## src/rtl/glb_ctl_regs.sv

```systemverilog
module glb_ctl_regs #(
  parameter int ADDR_W = 2,
  parameter int NSTAT  = 8
) (
  input  logic              clk,
  input  logic              rst_n,
  input  logic [ADDR_W-1:0] bus_addr,
  input  logic              bus_we,
  input  logic              bus_re,
  input  logic [15:0]       bus_wdata,
  output logic [15:0]       bus_rdata,
  input  logic [NSTAT-1:0]  stat_evt,
  input  logic              ext_err_in,
  output logic              dp_rst,
  output logic              all_rst,
  output logic              err_pulse,
  output logic [1:0]        pm_mode,
  output logic              pm_update,
  output logic              irq_oe,
  output logic              irq_out
);
  localparam logic [15:0] CTRL_DEF  = 16'h0002;
  localparam logic [15:0] CTRL_KEEP = 16'h40FF;
  localparam logic [ADDR_W-1:0] A_CTRL = ADDR_W'(0);
  localparam logic [ADDR_W-1:0] A_STAT = ADDR_W'(1);
  localparam logic [ADDR_W-1:0] A_MASK = ADDR_W'(2);

  logic [15:0]      ctrl;
  logic [NSTAT-1:0] stat, mask, evt_prev, rd_snap, clr, rise;
  logic             rd_pend, man_prev;
  logic [2:0]       ext_sync;

  wire wr_ctrl = bus_we && bus_addr == A_CTRL;
  wire wr_stat = bus_we && bus_addr == A_STAT;
  wire wr_mask = bus_we && bus_addr == A_MASK;
  wire rd_clr_mode = ctrl[2];
  wire ext_rise = ext_sync[1] & ~ext_sync[2];
  wire man_rise = ctrl[7] & ~man_prev;
  wire irq_act = |(stat & mask);

  assign all_rst   = ctrl[0];
  assign dp_rst    = ctrl[0] | ctrl[1];
  assign pm_mode   = ctrl[5:4];
  assign pm_update = ctrl[3];
  assign err_pulse = ctrl[6] ? ext_rise : man_rise;
  assign irq_oe    = irq_act | ctrl[14];
  assign irq_out   = ~irq_act;
  assign rise      = stat_evt & ~evt_prev;

  always_comb begin
    clr = '0;
    if (rd_clr_mode) begin
      if (rd_pend) clr = rd_snap;
    end else if (wr_stat) begin
      clr = bus_wdata[NSTAT-1:0];
    end
  end

  always_ff @(posedge clk or negedge rst_n) begin
    if (!rst_n) begin
      ctrl <= CTRL_DEF;
    end else if (all_rst) begin
      ctrl <= CTRL_DEF;
      ctrl[0] <= wr_ctrl ? bus_wdata[0] : 1'b1;
    end else if (wr_ctrl) begin
      ctrl <= bus_wdata & CTRL_KEEP;
    end
  end

  always_ff @(posedge clk or negedge rst_n) begin
    if (!rst_n) begin
      stat    <= '0;
      mask    <= '0;
      rd_pend <= 1'b0;
      rd_snap <= '0;
    end else if (all_rst) begin
      stat    <= '0;
      mask    <= '0;
      rd_pend <= 1'b0;
      rd_snap <= '0;
    end else begin
      stat    <= (stat & ~clr) | rise;
      if (wr_mask) mask <= bus_wdata[NSTAT-1:0];
      rd_pend <= bus_re && bus_addr == A_STAT && rd_clr_mode;
      rd_snap <= stat;
    end
  end

  always_ff @(posedge clk or negedge rst_n) begin
    if (!rst_n) begin
      evt_prev <= '0;
      ext_sync <= '0;
      man_prev <= 1'b0;
    end else begin
      evt_prev <= stat_evt;
      ext_sync <= {ext_sync[1:0], ext_err_in};
      man_prev <= ctrl[7];
    end
  end

  always_ff @(posedge clk or negedge rst_n) begin
    if (!rst_n) begin
      bus_rdata <= '0;
    end else if (bus_re) begin
      case (bus_addr)
        A_CTRL:  bus_rdata <= ctrl;
        A_STAT:  bus_rdata <= 16'(stat);
        A_MASK:  bus_rdata <= 16'(mask);
        default: bus_rdata <= '0;
      endcase
    end
  end
endmodule


```

## config.mk

```make
export PLATFORM = sky130hd
export DESIGN_NAME = glb_ctl_regs
export DESIGN_NICKNAME = d
export VERILOG_FILES = /design/src/rtl/glb_ctl_regs.sv
export SDC_FILE = /design/constraint.sdc
export NUM_CORES = 1
export LEC_CHECK = 0
export CAP_MARGIN = 20
export CORE_ASPECT_RATIO = 1.75
export CORE_MARGIN = 2
export CORE_UTILIZATION = 56
export CTS_CLUSTER_DIAMETER = 60
export DETAILED_ROUTE_END_ITERATION = 10
export DONT_BUFFER_PORTS = 1
export PLACE_DENSITY = 0.81
export SETUP_SLACK_MARGIN = 0.15
export SLEW_MARGIN = 20
export SYNTH_ARGS = -nofsm -noshare
export SYNTH_HDL_FRONTEND = slang
export SYNTH_SLANG_ARGS = --single-unit
```

## constraint.sdc

```tcl
create_clock -name clk -period 1.3 [get_ports clk]
set_input_delay 0.13 -clock clk [delete_from_list [all_inputs] [get_ports clk]]
set_output_delay 0.13 -clock clk [all_outputs]
set_load 0.005 [all_outputs]
```

==> qor.csv, run 1 <==
metric;value;unit
status;finished with violations;
failing checks;hold timing, setup timing;
nets;266;
Psw;953.7;uW
fillers;303;
Synth warnings;0;
total gr overflow;0;
Cell variety after synth;26;
Top Layer Used;met4;
CTS root buf;clkbuf_8;
Layout area overhead;19.39;%
WP buf/inv;0;
highest clock rate;707.0;MHz
ANT nets after route;0;
R2R setup slack;0;ns
DPL Wire Length;3215;um
Combinational Power Share;0.150;
register share of total power;0.549;
core footprint;0.004111;mm2
r2r endpoint;stat[2];
Max rail drop VDD;1057;uV
minimum clock period;1.414;ns
post-route setup slack;-0.1144;ns
Mapped Cells;212;
commonest non-fill, non-tap cells in the layout;dfrtp_1, nor2_1, a21oi_1, dlygate4sd3_1, buf_4;
max-slew violations;0;
CP peak stage delay;0.41;ns
Chip Width;53.10;um
clock sink count;56;
vias in the first global route;1731;
Sequential cell area;0.001404;mm2
largest net degree at the start of global routing;57;
Clock Tree Buf Depth;2;
CTS tree;done;
first drt pass iteration count;4;
Avg WL per Cell;18.13;um
initial antenna violation count;0;
cell at the slowest stage of the critical path;dfrtp_1;
# setup viols final;2;
Die Y;89.92;um
Synth Register Bits;56;
share of cells above drive strength 1;0.1780;
sequential fraction of the synthesis area;0.5938;
critical path arrival;1.28;ns
GR Util All Layers;0.2404;
top cell family by delay on the critical path;flip-flops;
crit path cell chain;a22oi_2 -> and4_4 -> nand2b_4;
met1 WL;1998;um
CP Launch Type;register;
Num CTS Buffers;5;
Routability Congestion;0.8408;
fin crit share;1.088;
Mapped Nets;243;
clk_skew;0.007315;ns
met3 wire length;239;um
Worst setup EP type;output pin;
type of the worst setup path;reg -> out;
Least-Margin Pin Slew;0.6720;ns
# IOs;55;
Cell Pwr Density;1323;mW/mm2
final hold slack;-0.4946;ns
WP data required;1.17;ns
MaxCap Viol Count;0;
cell row count;31;
Slew HR;0.5520;
Final Hold Viols;57;
setup TNS;-0.1739;ns
switching part of the total;0.2556;
design area;0.002820;mm2
first-pass GRT wire length;8355;um
Iter 0 DRT Violations;48;
clock power share;0.301;
Worst R2R Start;ctrl[2];
Starting Density;0.5746;
synthesized area;0.002362;mm2
CTS H-tree lvls;2;
crit path max fanout;2;
DRC;0;
total number of vias;1678;
Placed Area;0.002345;mm2
Post-Syn Area per Cell;11.14;um2
Routed Wire Length;5168;um
diodes inserted;0;
Port Buffers;0;
clock latency on the worst-skew pair;0.31;ns
Worst Reg-to-Reg Cells;4;
clock slew at reported path FFs;0.10;ns
met2 wire len;2816;um
commonest non-fill, non-tap cell in the layout;dfrtp_1;
die area;0.004774;mm2
CTS hold repair buffers;22;
Internal Pwr Total;2.777;mW
final core utilization;0.6859;
Vias per Instance;5.888;
RSZ-0062 raised after global routing;true;
area occupied by multi-input gates;859.6;um2
P_leak;1.247;nW
HP Class;in -> async;
==> layer usage <==
layer / GRT usage / vias up
met5: 0 / -
met4: 0.1090 / 0
met3: 0.05980 / 8
met2: 0.3906 / 53
met1: 0.2918 / 841
li1: - / 776
==> flip-flops by register name, summed over array words and instances (netlist names), 3 cells and up <==
| signal | flops |
|---|---|
| evt_prev | 8 |
| bus_rdata | 10 |
| ctrl | 9 |
| mask | 8 |
| stat | 8 |
| ext_sync | 3 |
| rd_snap | 8 |
==> Yosys cell counts <==
cell type,count,area [um2]
mux2i_1,15,150.1
nand4b_1,1,8.760
or2_2,1,6.260
buf_2,3,15.01
buf_4,12,90.09
a221o_1,8,80.08
a22oi_1,4,30.03
nor2_1,24,90.09
a211o_1,1,8.760
inv_1,10,37.54
clkbuf_1,7,26.28
dfrtp_1,55,1376
dfstp_2,1,26.28
and2_1,1,6.260
nor4bb_1,1,10.01
nand2b_1,9,56.30
nor3b_2,1,12.51
nand3_1,8,40.04
nand3b_1,1,7.510
nor2b_1,3,18.77
o32ai_1,2,17.52
and4_1,1,8.760
nand2_1,10,37.54
mux2_1,1,11.26
a21oi_1,24,120.1
a2bb2oi_1,8,70.07
==> repair_timing <==
item                       in CTS  in global routing
gates resized for setup         6                 12
setup endpoints to repair      12                 20
pin swaps                       3                 14
buffers inserted                6                  3
hold endpoints to repair      100                 56
==> area by class of cell <==
type	instances	share of cell area
multi-input combinational	124	0.3048
tap	49	0.02174
timing repair buffer	38	0.1229
clock buffer	5	0.02440
inverter	10	0.01331
clock inverter	3	0.01508
sequential	56	0.4978
==> worst max-delay path by stage <==
stage	start	to	slack (ns)	depth (start not counted)
floorplan	ctrl[2]	stat[3]	0.15	4
global placement	ctrl[2]	stat[5]	0.09	3
detailed placement	ctrl[2]	stat[2]	0.05	3
CTS	stat[2]	irq_oe	-0.11	3
global route	mask[2]	irq_oe	-0.16	3
finish	mask[2]	irq_oe	-0.11	3
==> power groups by stage <==
stage          sequential, mW  combinational, mW  clock, mW
5_1_grt                  2.07              0.613       1.23
4_1_cts                  2.04              0.503       1.14
3_5_place_dp             2.07              0.382          0
2_1_floorplan            2.02              0.349          0
6_report                 2.05              0.559       1.12
3_3_place_gp             2.06              0.367          0
==> stage by stage <==
stage          setup WS, ns  power (mW)  instances
2_1_floorplan        0.1474       2.371        212
3_3_place_gp        0.09220       2.427        246
3_5_place_dp        0.05456       2.454        246
4_1_cts             -0.1062       3.683        282
5_1_grt             -0.1617       3.914        285
6_report            -0.1144       3.731        285
==> cell families (layout without fill, tap and decap cells) <==
kind of cell / after synthesis / count (layout) / share of synthesized area
and+or+nand+nor: 61 / 61 / 0.1282
buffers and inverters: 32 / 56 / 0.07151
AOI/OAI and AO/OA: 47 / 47 / 0.1382
muxes: 16 / 16 / 0.06832
DFF: 56 / 56 / 0.5938
(Power assumes the default switching activity.)
==> inputs of run 2 (changes only) <==
CORE_MARGIN = 1.5   (was 2)
==> run 2 against run 1 <==
  * The run still ends with hold timing, setup timing left
  * Clock-buffer cell count is the same
  * Maximum frequency fell by 2.2%
  * Critical path depth is the same
  * Clock skew up 0.0018 ns
  * Sequential cell count unchanged
  * Cell count is 1.4% lower
  * Combinational power shrank 5.0%
  * Worst setup slack got worse by 0.032 ns
  * Power increased by 9.5%
  * Highest routed layer unchanged
==> qor.csv, run 2 (synthesis results as in run 1) <==
metric;value;unit
RSZ-0062 raised after global routing;true;
nets;262;
crit path max fanout;3;
total number of vias;1607;
largest net degree at the start of global routing;57;
MaxCap Viol Count;0;
DRC;0;
commonest non-fill, non-tap cell in the layout;dfrtp_1;
clk_skew;0.009106;ns
setup TNS;-0.2172;ns
Die Y;88.92;um
failing checks;hold timing, setup timing;
CP Launch Type;register;
highest clock rate;691.4;MHz
Psw;933.1;uW
HP Class;in -> async;
register share of total power;0.501;
critical path arrival;1.32;ns
clock sink count;56;
Max rail drop VDD;1027;uV
first-pass GRT wire length;7659;um
share of cells above drive strength 1;0.1552;
Internal Pwr Total;3.153;mW
clock slew at reported path FFs;0.10;ns
initial antenna violation count;0;
CTS hold repair buffers;22;
# setup viols final;2;
Routed Wire Length;4865;um
Least-Margin Pin Slew;0.7185;ns
DPL Wire Length;3108;um
first drt pass iteration count;4;
CTS H-tree lvls;2;
clock power share;0.369;
Largest register FFs;10;
Largest Register;bus_rdata;
P_leak;1.255;nW
largest registers;bus_rdata (10), ctrl (9);
die area;0.004632;mm2
# IOs;55;
diodes inserted;0;
Avg WL per Cell;17.31;um
Slew HR;0.5210;
CTS tree;done;
Vias per Instance;5.719;
Routability Congestion;0.8412;
Iter 0 DRT Violations;27;
status;finished with violations;
Layout area overhead;19.92;%
commonest non-fill, non-tap cells in the layout;dfrtp_1, nor2_1, a21oi_1, dlygate4sd3_1, mux2i_1;
Port Buffers;0;
Cell Pwr Density;1442;mW/mm2
Chip Width;52.10;um
switching part of the total;0.2284;
Total Power;4.086;mW
fin crit share;1.113;
core footprint;0.004073;mm2
Worst setup EP type;output pin;
total gr overflow;0;
clock latency on the worst-skew pair;0.31;ns
post-route setup slack;-0.1463;ns
Final Hold Viols;56;
type of the worst setup path;reg -> out;
cell row count;31;
vias in the first global route;1619;
WP data required;1.17;ns
Num CTS Buffers;5;
max-slew violations;0;
minimum clock period;1.446;ns
CTS root buf;clkbuf_8;
Clock Tree Buf Depth;2;
final hold slack;-0.4976;ns
ANT nets after route;0;
Starting Density;0.5800;
GR Util All Layers;0.2258;
Combinational Power Share;0.130;
[run 2: cell types whose count changed in the layout (fill, tap and decap cells not counted), sizes merged]
| cell | delta |
|---|---|
| buf | -4 |
| bufinv | +2 |
| clkinv | -1 |
| clkinvlp | -1 |
[run 2: per-stage QoR]
| stage | hold WS (ns) | std cells | util | cell area [um2] | setup WS, ns |
|---|---|---|---|---|---|
| floorplan | -0.1656 | 212 | - | 2369 | 0.1474 |
| global placement | -0.1647 | 246 | 0.5757 | 2345 | 0.08795 |
| detailed placement | -0.1646 | 246 | 0.5757 | 2345 | 0.05897 |
| CTS | -0.5068 | 280 | 0.6829 | 2781 | -0.1191 |
| global route | -0.5170 | 281 | 0.6955 | 2833 | -0.1996 |
| finish | -0.4976 | 281 | 0.6955 | 2833 | -0.1463 |
[run 2: worst paths after layout]
| path | slack [ns] | cells after the start | startpoint | end |
|---|---|---|---|---|
| worst max register to register | 0.03 | 4 | ctrl[2] | stat[2] |
| min in group clk | 0.04 | 2 | bus_wdata[6] | stat[6] |
| worst max-delay path | -0.15 | 3 | stat[7] | irq_oe |
| worst min-delay path | -0.50 | 0 | rst_n | man_prev |
| worst min register to register | 0.36 | 0 | ext_sync[0] | ext_sync[1] |
| max in group asynchronous | 1.60 | 0 | rst_n | ctrl[1] |
[run 2: final cells by class]
cell class                 count  area, um2
clock buffer                   5      68.82
clock inverter                 3      90.09
fill                         295       1240
inverter                      10      37.54
multi-input combinational    124      850.8
sequential                    56       1404
tap                           49      61.31
timing repair buffer          34      320.3
[run 2: power groups by stage]
stage	Sequential [mW]	Clock, mW	Combinational (mW)
after floorplan	2.02	0	0.349
after global placement	2.06	0	0.367
after detailed placement	2.07	0	0.383
after CTS	2.04	1.55	0.498
after global routing	2.07	1.60	0.584
final	2.05	1.51	0.531
[run 2: per-layer routing]
layer	vias up	global-route usage	routed length [um]
li1	760	-	-
met4	0	0.09809	111
met1	784	0.2833	1929
met5	-	0	0
met3	10	0.04013	229
met2	53	0.3786	2594
[run 2: worst max-delay path: stages (launching register included)]
cell      delay [ns]
dfrtp_1         0.42
a22oi_1         0.24
and4_4          0.27
nand2b_1        0.08
[run 2: timing repair]
| item | in CTS | in global routing |
|---|---|---|
| endpoints found under the setup margin | 12 | 23 |
| pin swaps | 5 | 8 |
| resized for setup | 8 | 10 |
| setup buffers | 4 | 1 |
| endpoints found under the hold margin | 101 | 56 |
